## config.mk

```make
export PLATFORM = sky130hd
export DESIGN_NAME = sdram_init_seq
export DESIGN_NICKNAME = d
export VERILOG_FILES = /design/src/rtl/sdram_init_pkg.sv /design/src/rtl/init_timer.sv /design/src/rtl/init_cmd_drv.sv /design/src/rtl/sdram_init_seq.sv
export SDC_FILE = /design/constraint.sdc
export NUM_CORES = 1
export LEC_CHECK = 0
export BUFFER_PORTS_ARGS = -buffer_cell sky130_fd_sc_hd__clkbuf_2
export CELL_PAD_IN_SITES_DETAIL_PLACEMENT = 1
export CELL_PAD_IN_SITES_GLOBAL_PLACEMENT = 1
export CORE_MARGIN = 2
export CORE_UTILIZATION = 38
export CTS_CLUSTER_SIZE = 28
export DETAILED_ROUTE_END_ITERATION = 6
export HOLD_SLACK_MARGIN = 0.03
export PLACE_DENSITY_LB_ADDON = 0.15
export SKIP_CTS_REPAIR_TIMING = 1
export SYNTH_ARGS = -nofsm -noshare
export SYNTH_HDL_FRONTEND = slang
export SYNTH_SLANG_ARGS = --single-unit
```

## constraint.sdc

```tcl
create_clock -name clk_i -period 1.86 [get_ports clk_i]
set_clock_uncertainty 0.1 [all_clocks]
set_input_delay 0.279 -clock clk_i [delete_from_list [all_inputs] [get_ports clk_i]]
set_output_delay 0.279 -clock clk_i [all_outputs]
set_load 0.01 [all_outputs]
```

## src/rtl/sdram_init_pkg.sv

```systemverilog
package sdram_init_pkg;
  localparam int ADDR_W = 13;
  localparam int BANK_W = 2;
  localparam int A_ALLBANK = 10;

  typedef enum logic [2:0] {ST_PRE, ST_REF, ST_MRS, ST_FIN, ST_DONE} seq_st_e;
  typedef enum logic [1:0] {OP_NOP, OP_PRE, OP_REF, OP_MRS} op_e;

  typedef struct packed {
    logic cs_n;
    logic ras_n;
    logic cas_n;
    logic we_n;
  } pins_t;

  localparam pins_t PINS_NOP = '{cs_n: 1'b0, ras_n: 1'b1, cas_n: 1'b1, we_n: 1'b1};

  function automatic pins_t op_pins(op_e op);
    case (op)
      OP_PRE:  return '{cs_n: 1'b0, ras_n: 1'b0, cas_n: 1'b1, we_n: 1'b0};
      OP_REF:  return '{cs_n: 1'b0, ras_n: 1'b0, cas_n: 1'b0, we_n: 1'b1};
      OP_MRS:  return '{cs_n: 1'b0, ras_n: 1'b0, cas_n: 1'b0, we_n: 1'b0};
      default: return PINS_NOP;
    endcase
  endfunction

  // burst 4, sequential, burst writes, CL in [6:4]
  function automatic logic [ADDR_W-1:0] mode_word(int unsigned cl);
    logic [ADDR_W-1:0] w;
    w      = '0;
    w[2:0] = 3'b010;
    w[3]   = 1'b0;
    w[6:4] = cl[2:0];
    w[9]   = 1'b0;
    return w;
  endfunction
endpackage

```

## src/rtl/init_timer.sv

```systemverilog
module init_timer #(
  parameter int W       = 8,
  parameter int RST_VAL = 0
) (
  input  logic         clk_i,
  input  logic         rst_ni,
  input  logic         load_i,
  input  logic [W-1:0] load_val_i,
  output logic         zero_o
);
  logic [W-1:0] cnt_q;

  always_ff @(posedge clk_i or negedge rst_ni) begin
    if (!rst_ni)          cnt_q <= W'(RST_VAL);
    else if (load_i)      cnt_q <= load_val_i;
    else if (cnt_q != '0) cnt_q <= cnt_q - 1'b1;
  end

  assign zero_o = (cnt_q == '0);
endmodule

```

## src/rtl/init_cmd_drv.sv

```systemverilog
module init_cmd_drv
  import sdram_init_pkg::*;
#(
  parameter int CAS_LAT = 3
) (
  input  logic              clk_i,
  input  logic              rst_ni,
  input  logic              fire_i,
  input  op_e               op_i,
  output pins_t             pins_o,
  output logic [ADDR_W-1:0] addr_o,
  output logic [BANK_W-1:0] bank_o
);
  logic [ADDR_W-1:0] addr_d;

  always_comb begin
    addr_d = '0;
    if (fire_i) begin
      case (op_i)
        OP_PRE:  addr_d[A_ALLBANK] = 1'b1;
        OP_MRS:  addr_d = mode_word(CAS_LAT);
        default: addr_d = '0;
      endcase
    end
  end

  always_ff @(posedge clk_i or negedge rst_ni) begin
    if (!rst_ni) begin
      pins_o <= PINS_NOP;
      addr_o <= '0;
      bank_o <= '0;
    end else begin
      pins_o <= fire_i ? op_pins(op_i) : PINS_NOP;
      addr_o <= addr_d;
      bank_o <= '0;
    end
  end
endmodule

```

## src/rtl/sdram_init_seq.sv

```systemverilog
module sdram_init_seq
  import sdram_init_pkg::*;
#(
  parameter int PWR_UP_CYC = 25000,
  parameter int T_RP_CYC   = 5,
  parameter int T_RC_CYC   = 16,
  parameter int T_MRD_CYC  = 2,
  parameter int N_REF      = 2,
  parameter int CAS_LAT    = 3
) (
  input  logic        clk_i,
  input  logic        rst_ni,
  output logic        cs_no,
  output logic        ras_no,
  output logic        cas_no,
  output logic        we_no,
  output logic [12:0] addr_o,
  output logic [1:0]  bank_o,
  output logic        done_o
);
  localparam int MAX_A = (PWR_UP_CYC > T_RC_CYC) ? PWR_UP_CYC : T_RC_CYC;
  localparam int MAX_B = (T_RP_CYC > T_MRD_CYC) ? T_RP_CYC : T_MRD_CYC;
  localparam int MAX_C = (MAX_A > MAX_B) ? MAX_A : MAX_B;
  localparam int TW    = $clog2(MAX_C + 1);
  localparam int RW    = $clog2(N_REF + 1);

  seq_st_e       st_q;
  logic [RW-1:0] ref_q;
  logic          done_q;
  logic          tmr_zero;
  logic          fire;
  logic [TW-1:0] gap_d;
  op_e           op;
  pins_t         pins;

  assign fire = tmr_zero && (st_q != ST_DONE);

  always_comb begin
    op    = OP_NOP;
    gap_d = '0;
    case (st_q)
      ST_PRE: begin op = OP_PRE; gap_d = TW'(T_RP_CYC - 1);  end
      ST_REF: begin op = OP_REF; gap_d = TW'(T_RC_CYC - 1);  end
      ST_MRS: begin op = OP_MRS; gap_d = TW'(T_MRD_CYC - 1); end
      default: begin op = OP_NOP; gap_d = '0; end
    endcase
  end

  always_ff @(posedge clk_i or negedge rst_ni) begin
    if (!rst_ni) begin
      st_q   <= ST_PRE;
      ref_q  <= '0;
      done_q <= 1'b0;
    end else if (fire) begin
      case (st_q)
        ST_PRE: st_q <= ST_REF;
        ST_REF: begin
          ref_q <= ref_q + 1'b1;
          if (ref_q == RW'(N_REF - 1)) st_q <= ST_MRS;
        end
        ST_MRS: st_q <= ST_FIN;
        ST_FIN: begin
          st_q   <= ST_DONE;
          done_q <= 1'b1;
        end
        default: st_q <= ST_DONE;
      endcase
    end
  end

  init_timer #(
    .W       (TW),
    .RST_VAL (PWR_UP_CYC - 1)
  ) u_timer (
    .clk_i      (clk_i),
    .rst_ni     (rst_ni),
    .load_i     (fire),
    .load_val_i (gap_d),
    .zero_o     (tmr_zero)
  );

  init_cmd_drv #(
    .CAS_LAT (CAS_LAT)
  ) u_drv (
    .clk_i  (clk_i),
    .rst_ni (rst_ni),
    .fire_i (fire),
    .op_i   (op),
    .pins_o (pins),
    .addr_o (addr_o),
    .bank_o (bank_o)
  );

  assign cs_no  = pins.cs_n;
  assign ras_no = pins.ras_n;
  assign cas_no = pins.cas_n;
  assign we_no  = pins.we_n;
  assign done_o = done_q;
endmodule

```

==> metrics.cfg, run 1 <==
[floorplan]
start_util=0.4027
chipHeight_um=63.94
core_area_um2=3390
die_x_um=63.94
pin_count=22
dieArea_um2=4088
rows=21

[power_and_ir_drop]
swShare=0.1998
p_int_uw=786.9
p_leak_uw=0.0008472
p_per_area_nw_per_um2=576.6
pwr-share-comb=0.024
p_seq_frac=0.576
switching_power_uw=196.4
ir_drop_mv=0.2406
clkPwrFrac=0.400

[worst_setup_path]
r2r_start=u_timer.cnt_q[1]$_DFFE_PN1P_
path_max_fanout=6
crit_arrival_ps=2090
crit_required_ps=2040
crit_path_start=u_timer.cnt_q[1]$_DFFE_PN1P_
end_kind=flop
critPathKind=flop to flop
crit_path_end=u_drv.addr_o[10]$_DFF_PN0_
timing.rr.end=u_drv.addr_o[10]$_DFF_PN0_
startpoint_type=flop
r2r_slack_ps=-50
r2r_cells=7

[synth]
synth_edf_count=0
syn_area_um2=1365
ys_types=38
async_flop_share=1.000
ys_ff_latch=26
yosys.area.top_type_share=0.2750
syn_inst=135
postSynthAreaPerCell_um2=10.11
synth_area_leaders=dfrtp_1 (27%), dfstp_2 (21%), buf_4 (8.2%)
ys_seq_area_frac=0.4867
yosys_warnings=0
synthTopCellsByCount=buf_4 (15), dfrtp_1 (15), nand2_1 (14)
yosysTopAreaCell=dfrtp_1
synthFlopType=dfrtp_1

[clock_network]
clockBufferDepth=2
clkTransAtPathRegs_ps=150
cts_tree=yes
htreeDepth=1
numCtsBuffers=3
clock_latency_ps=330
clock_sinks=26
cts_root_buf=clkbuf_4

[cells_and_area]
final_layout_size_suffix_gt1_frac=0.4146
utilization=0.5031
nets=170
n_fill_cell=386
area_growth_pct=24.93
regArea_um2=664.4
multiInputGateArea_um2=673.1
design_area_um2=1705
diodes=0

[global_route]
grt_max_degree=27
track_usage=0.1598
grt_pass1_vias=1043
grt_overflow=0
grt_pass1_wl_um=5092
antenna_found_initial=0

[placed_design]
finalWeightedCongestion=0.8568
dpl_cell_area_um2=1499
detailedPlace.worstSlack_ps=-72.94
port_buffers=9
place_hpwl_um=2223

[outcome]
status=finished, violations left
violations=negative setup slack

[detailed_routing]
dr.max_layer_used=met4
drt_iter0_drc=26
vias=1036
route.met3.wl_um=87
drc=0
via_per_inst=4.933
routedWlPerCell_um=15.39
routed_wl_um=3232
met2_length_um=1629
ant_nets=0
wl_met1_um=1467
dr.pass1.iters=2

[timing]
setup_violations=2
min_period_ps=1913
rsz0062_at_grt=true
hold_viol=0
fin_setup_tns_ps=-102.1
maxSlewViolCount=0
fin_crit_sh=1.029
worst_pin_slew_ps=625.6
slew_headroom=0.5830
setup_ws_ps=-53.48
fmax_mhz=522.6

[min_path]
worstHoldPathType=primary input to asynchronous set/reset pin

[run]
maxCapViolations=0

sequential cells by signal, summed over array words and instances, names as in the netlist:
signal and cells:
u_timer.cnt_q 15, done_o 1, u_drv.addr_o 2, st_q 3
ref_q 2, u_drv.pins_o 3
worst min-delay path by stage:
stage                                  start                       endpoint  cells past startpoint
6_report                              rst_ni     u_drv.addr_o[10]$_DFF_PN0_                      2
2_1_floorplan                         rst_ni             done_o$_DFFE_PN0P_                      0
5_1_grt        u_timer.cnt_q[14]$_DFFE_PN1P_  u_timer.cnt_q[14]$_DFFE_PN1P_                      1
3_3_place_gp                          rst_ni     u_drv.addr_o[10]$_DFF_PN0_                      1
3_5_place_dp                          rst_ni     u_drv.addr_o[10]$_DFF_PN0_                      1
4_1_cts                               rst_ni     u_drv.addr_o[10]$_DFF_PN0_                      1
cell usage in the layout, fill, tap and decap left out, types with 2 or more instances in the layout:
cell type / instances
nand2_1: 14
clkbuf_2: 9
nor2_1: 9
inv_2: 2
dfrtp_1: 15
xor2_1: 3
or3_4: 2
buf_4: 22
nor3_2: 2
a21oi_1: 4
nor2_4: 2
clkbuf_4: 3
nand4_1: 2
and3_2: 2
o31ai_1: 3
nand3_1: 2
xnor2_1: 6
dfstp_2: 11
ha_1: 2
conb_1: 12
inv_1: 5
nor3_1: 4
o21ai_0: 2
mux2i_1: 2
stage by stage:
stage	hold WS [ps]	cells	power (uW)
2_1_floorplan	-116.6	146	605.6
3_3_place_gp	218.8	198	598.3
3_5_place_dp	233.2	198	598.8
4_1_cts	-149.6	202	999.2
5_1_grt	403.1	210	1024
6_report	374.0	210	983.4
power by group through the flow:
stage,clock [uW],combinational [uW],sequential [uW]
global route,430,26.9,567
floorplan,0,29.2,576
detailed placement,0,22.6,576
finish,393,23.6,567
global placement,0,22.0,576
CTS,410,22.6,567
kinds of logic after synthesis:
logic type               count (synthesis)  share of synthesized area
AO/OA/AOI/OAI                           17                    0.08525
XOR/XNOR                                10                    0.06417
adder cells (fa/ha/maj)                  3                    0.02750
buffers and inverters                   26                     0.1146
flip-flops                              26                     0.4867
multiplexers                             2                    0.01467
other                                    1                   0.002747
AND/OR/NAND/NOR                         50                     0.2044
cell type report:
| cell class | instances | area share |
|---|---|---|
| Clock buffer | 3 | 0.01321 |
| Clock inverter | 1 | 0.01761 |
| Inverter | 7 | 0.01541 |
| Multi-Input combinational cell | 94 | 0.3947 |
| Sequential cell | 26 | 0.3896 |
| Tap cell | 46 | 0.03375 |
| Timing Repair Buffer | 33 | 0.1357 |
layer usage:
layer	vias to the layer above	GRT usage
li1	493	-
met1	519	0.2254
met2	20	0.2513
met3	4	0.02113
met4	0	0.05707
met5	-	0
worst max-delay path: stages (launching register included):
cell	delay, ps
dfstp_2	400
inv_2	80
ha_4	140
nor3b_4	230
nand4_1	190
buf_6	180
or3_4	420
nor2_4	110
No activity file was read; power rests on OpenSTA's default activity.
==> run 2: changes to the inputs <==
--- a/config.mk
+++ b/config.mk
@@ -5,6 +5,7 @@
 export SDC_FILE = /design/constraint.sdc
 export NUM_CORES = 1
 export LEC_CHECK = 0
+export ABC_AREA = 1
 export BUFFER_PORTS_ARGS = -buffer_cell sky130_fd_sc_hd__clkbuf_2
 export CELL_PAD_IN_SITES_DETAIL_PLACEMENT = 1
 export CELL_PAD_IN_SITES_GLOBAL_PLACEMENT = 1
@@ -13,7 +14,7 @@
 export CTS_CLUSTER_SIZE = 28
 export DETAILED_ROUTE_END_ITERATION = 6
 export HOLD_SLACK_MARGIN = 0.03
-export PLACE_DENSITY_LB_ADDON = 0.15
+export PLACE_DENSITY_LB_ADDON = 0.2
 export SKIP_CTS_REPAIR_TIMING = 1
 export SYNTH_ARGS = -nofsm -noshare
 export SYNTH_HDL_FRONTEND = slang
==> metrics.cfg, run 2 <==
[power_and_ir_drop]
power_uw=1069  ; +8.8%
p_per_area_nw_per_um2=668.8  ; +16%
p_leak_uw=0.0008463  ; -0.10%
ir_drop_mv=0.3454  ; +44%

[clock_network]
numCtsBuffers=3  ; unchanged
clock_latency_ps=280  ; -50 ps
htreeDepth=1  ; unchanged
cts_root_buf=clkbuf_8
cts_tree=yes
clkTransAtPathRegs_ps=100  ; -50 ps
clockBufferDepth=2  ; unchanged
clock_sinks=26  ; unchanged

[worst_setup_path]
r2r_cells=8  ; +1
startpoint_type=flop
r2r_start=u_timer.cnt_q[0]$_DFFE_PN1P_
r2r_slack_ps=180  ; +230 ps
path_max_fanout=18  ; +12
end_kind=flop
timing.rr.end=u_timer.cnt_q[14]$_DFFE_PN1P_
crit_path_start=u_timer.cnt_q[0]$_DFFE_PN1P_
critPathKind=flop to flop
crit_required_ps=1980  ; -60 ps
crit_arrival_ps=1800  ; -290 ps

[floorplan]
rows=22  ; +4.8%
dieArea_um2=4432  ; +8.4%
start_util=0.4003  ; -0.002395
core_area_um2=3716  ; +9.6%
chipHeight_um=66.57  ; +4.1%
pin_count=22  ; unchanged
die_x_um=66.57  ; +4.1%

[synth]
synth_top_family_by_area=simple AND/OR/NAND/NOR gates
yosysTopAreaCell=dfrtp_1
syn_area_um2=1488  ; +9.0%
synthFlopType=dfrtp_1
synth_compound_area_frac=0.03869  ; -0.04655
synth_fa_ha_area_frac=0.02523  ; -0.002266
async_flop_share=1.000  ; unchanged
synth_xor_area_frac=0.03532  ; -0.02884
yosys_warnings=0  ; unchanged
synthTopCellsByCount=nand2_1 (41), inv_1 (20), nor2_1 (16)
synth_area_leaders=dfrtp_1 (25%), dfstp_2 (19%), nand2_1 (10%)
postSynthAreaPerCell_um2=8.453  ; -16%
yosys.area.top_type_share=0.2523  ; -0.02266
synthSimpleGateAreaFrac=0.3230  ; +0.1186
post-synth-top-count-cell=nand2_1
ys_types=28  ; -26%
syn_inst=176  ; +30%
ys_ff_latch=26  ; unchanged
ys_seq_area_frac=0.4466  ; -0.04012
synthMuxAreaShare=0  ; -0.01467
synth_edf_count=0  ; unchanged

[timing]
fin_crit_sh=0.9038  ; -0.1249
min_period_ps=1681  ; -232.4 ps
hold_viol=0  ; unchanged
setup_violations=0  ; -2
fin_setup_tns_ps=0  ; +102.1 ps
slew_headroom=0.5655  ; -0.01749
worst_pin_slew_ps=651.8  ; +26.24 ps
rsz0062_at_grt=false
maxSlewViolCount=0  ; unchanged
fmax_mhz=594.9  ; +14%

[cells_and_area]
nets=192  ; +13%
largest_reg_flops=15  ; unchanged
layout_common_cells=nand2_1 (41), inv_1 (20), nor2_1 (16)
final_layout_size_suffix_gt1_frac=0.2151  ; -0.1996
multiInputGateArea_um2=673.1  ; unchanged
diodes=0  ; unchanged
final_common_cell=nand2_1
largest_registers=u_timer.cnt_q x15, st_q x3, u_drv.pins_o x3
area_growth_pct=7.485
regArea_um2=664.4  ; unchanged
n_fill_cell=463  ; +20%
top_register=u_timer.cnt_q

[detailed_routing]
vias=1106  ; +6.8%
drt_iter0_drc=14  ; -46%
drc=0  ; unchanged
dr.pass1.iters=4  ; +2
ant_nets=0  ; unchanged
routed_wl_um=3111  ; -3.7%
routedWlPerCell_um=13.29  ; -14%
via_per_inst=4.726  ; -4.2%

[outcome]
status=finished clean

[placed_design]
place_hpwl_um=2378  ; +7.0%
finalWeightedCongestion=0.8005  ; -6.6%
port_buffers=9  ; unchanged

[min_path]
hold_start=ref_q[0]$_DFFE_PN0P_
worstHoldPathCells=1
worstHoldPathType=flop to flop
whs_endpoint=ref_q[0]$_DFFE_PN0P_

[global_route]
grt_overflow=0  ; unchanged
track_usage=0.1593  ; -0.0004919
antenna_found_initial=0  ; unchanged
grt_pass1_vias=1216  ; +17%
grt_pass1_wl_um=5437  ; +6.8%
grt_max_degree=27  ; unchanged

[run]
maxCapViolations=0  ; unchanged

==> run 2: changes by cell type in the layout (fill, tap and decap cells not counted), moves of 3 or more <==
| cell | before | now |
|---|---|---|
| clkbuf_4 | 3 | 0 |
| clkbuf_8 | 0 | 3 |
| nand2_2 | 0 | 4 |
| nand2_1 | 14 | 41 |
| inv_1 | 5 | 20 |
| nor2_2 | 0 | 3 |
| nor2_1 | 9 | 16 |
| buf_4 | 22 | 0 |
| o31ai_1 | 3 | 0 |
| nor3_1 | 4 | 1 |
| nand3_1 | 2 | 14 |
==> run 2: critical path, stage by stage (launching register included) <==
cell and delay [ps]:
dfstp_2 550, inv_1 70, ha_1 230, nand2_2 100, nor2_4 50, nand2_4 190
nand2_1 100, o21ai_0 170, inv_1 60
==> run 2: per-stage QoR <==
stage | utilization | cell area [um^2] | instances | hold slack [ps] | setup WS (ps)
4_1_cts | 0.4276 | 1589 | 233 | -62.85 | 156.2
6_report | 0.4303 | 1599 | 234 | 388.9 | 178.9
3_5_place_dp | 0.4084 | 1518 | 229 | 244.1 | 174.5
3_3_place_gp | 0.4084 | 1518 | 229 | 234.3 | 252.4
2_1_floorplan | - | 1529 | 187 | -116.6 | 319.1
5_1_grt | 0.4303 | 1599 | 234 | 421.2 | 0.5449
==> run 2: power by group <==
part	internal [uW]	switching, uW	leakage (uW)
Combinational	2.07	22.3	0.000503
Sequential	566	0	0.000308
Clock	288	191	0.0000357
Total	857	213	0.000846
==> run 2: cells by family after synthesis <==
| group | after synthesis |
|---|---|
| flops | 26 |
| simple gates | 95 |
| buf+inv | 35 |
| compound gates | 10 |
| xor+xnor | 6 |
| other cells | 1 |
| fa+ha+maj | 3 |
==> run 2: worst max path at each step <==
stage                                    endpoint  slack [ps]  cells past startpoint
floorplan           u_timer.cnt_q[12]$_DFFE_PN0P_         320                      9
CTS                 u_timer.cnt_q[14]$_DFFE_PN1P_         160                      8
finish              u_timer.cnt_q[14]$_DFFE_PN1P_         180                      8
global route        u_timer.cnt_q[14]$_DFFE_PN1P_         0.5                      8
detailed placement  u_timer.cnt_q[14]$_DFFE_PN1P_         170                      8
global placement    u_timer.cnt_q[14]$_DFFE_PN1P_         250                      8
==> run 2: layout make-up <==
| cell class | instances | share of cell area |
|---|---|---|
| tap | 48 | 0.03756 |
| timing repair buffer | 10 | 0.03443 |
| multi-input combinational | 126 | 0.4210 |
| clock inverter | 1 | 0.01878 |
| clock buffer | 3 | 0.02582 |
| inverter | 20 | 0.04695 |
| sequential | 26 | 0.4155 |
==> run 2: routing by layer <==
metal | GRT usage | vias up | routed length (um)
li1 | - | 543 | -
met1 | 0.1813 | 553 | 1342
met2 | 0.3063 | 8 | 1690
met3 | 0.03547 | 2 | 70
met4 | 0.02296 | 0 | 7
met5 | 0 | - | 0
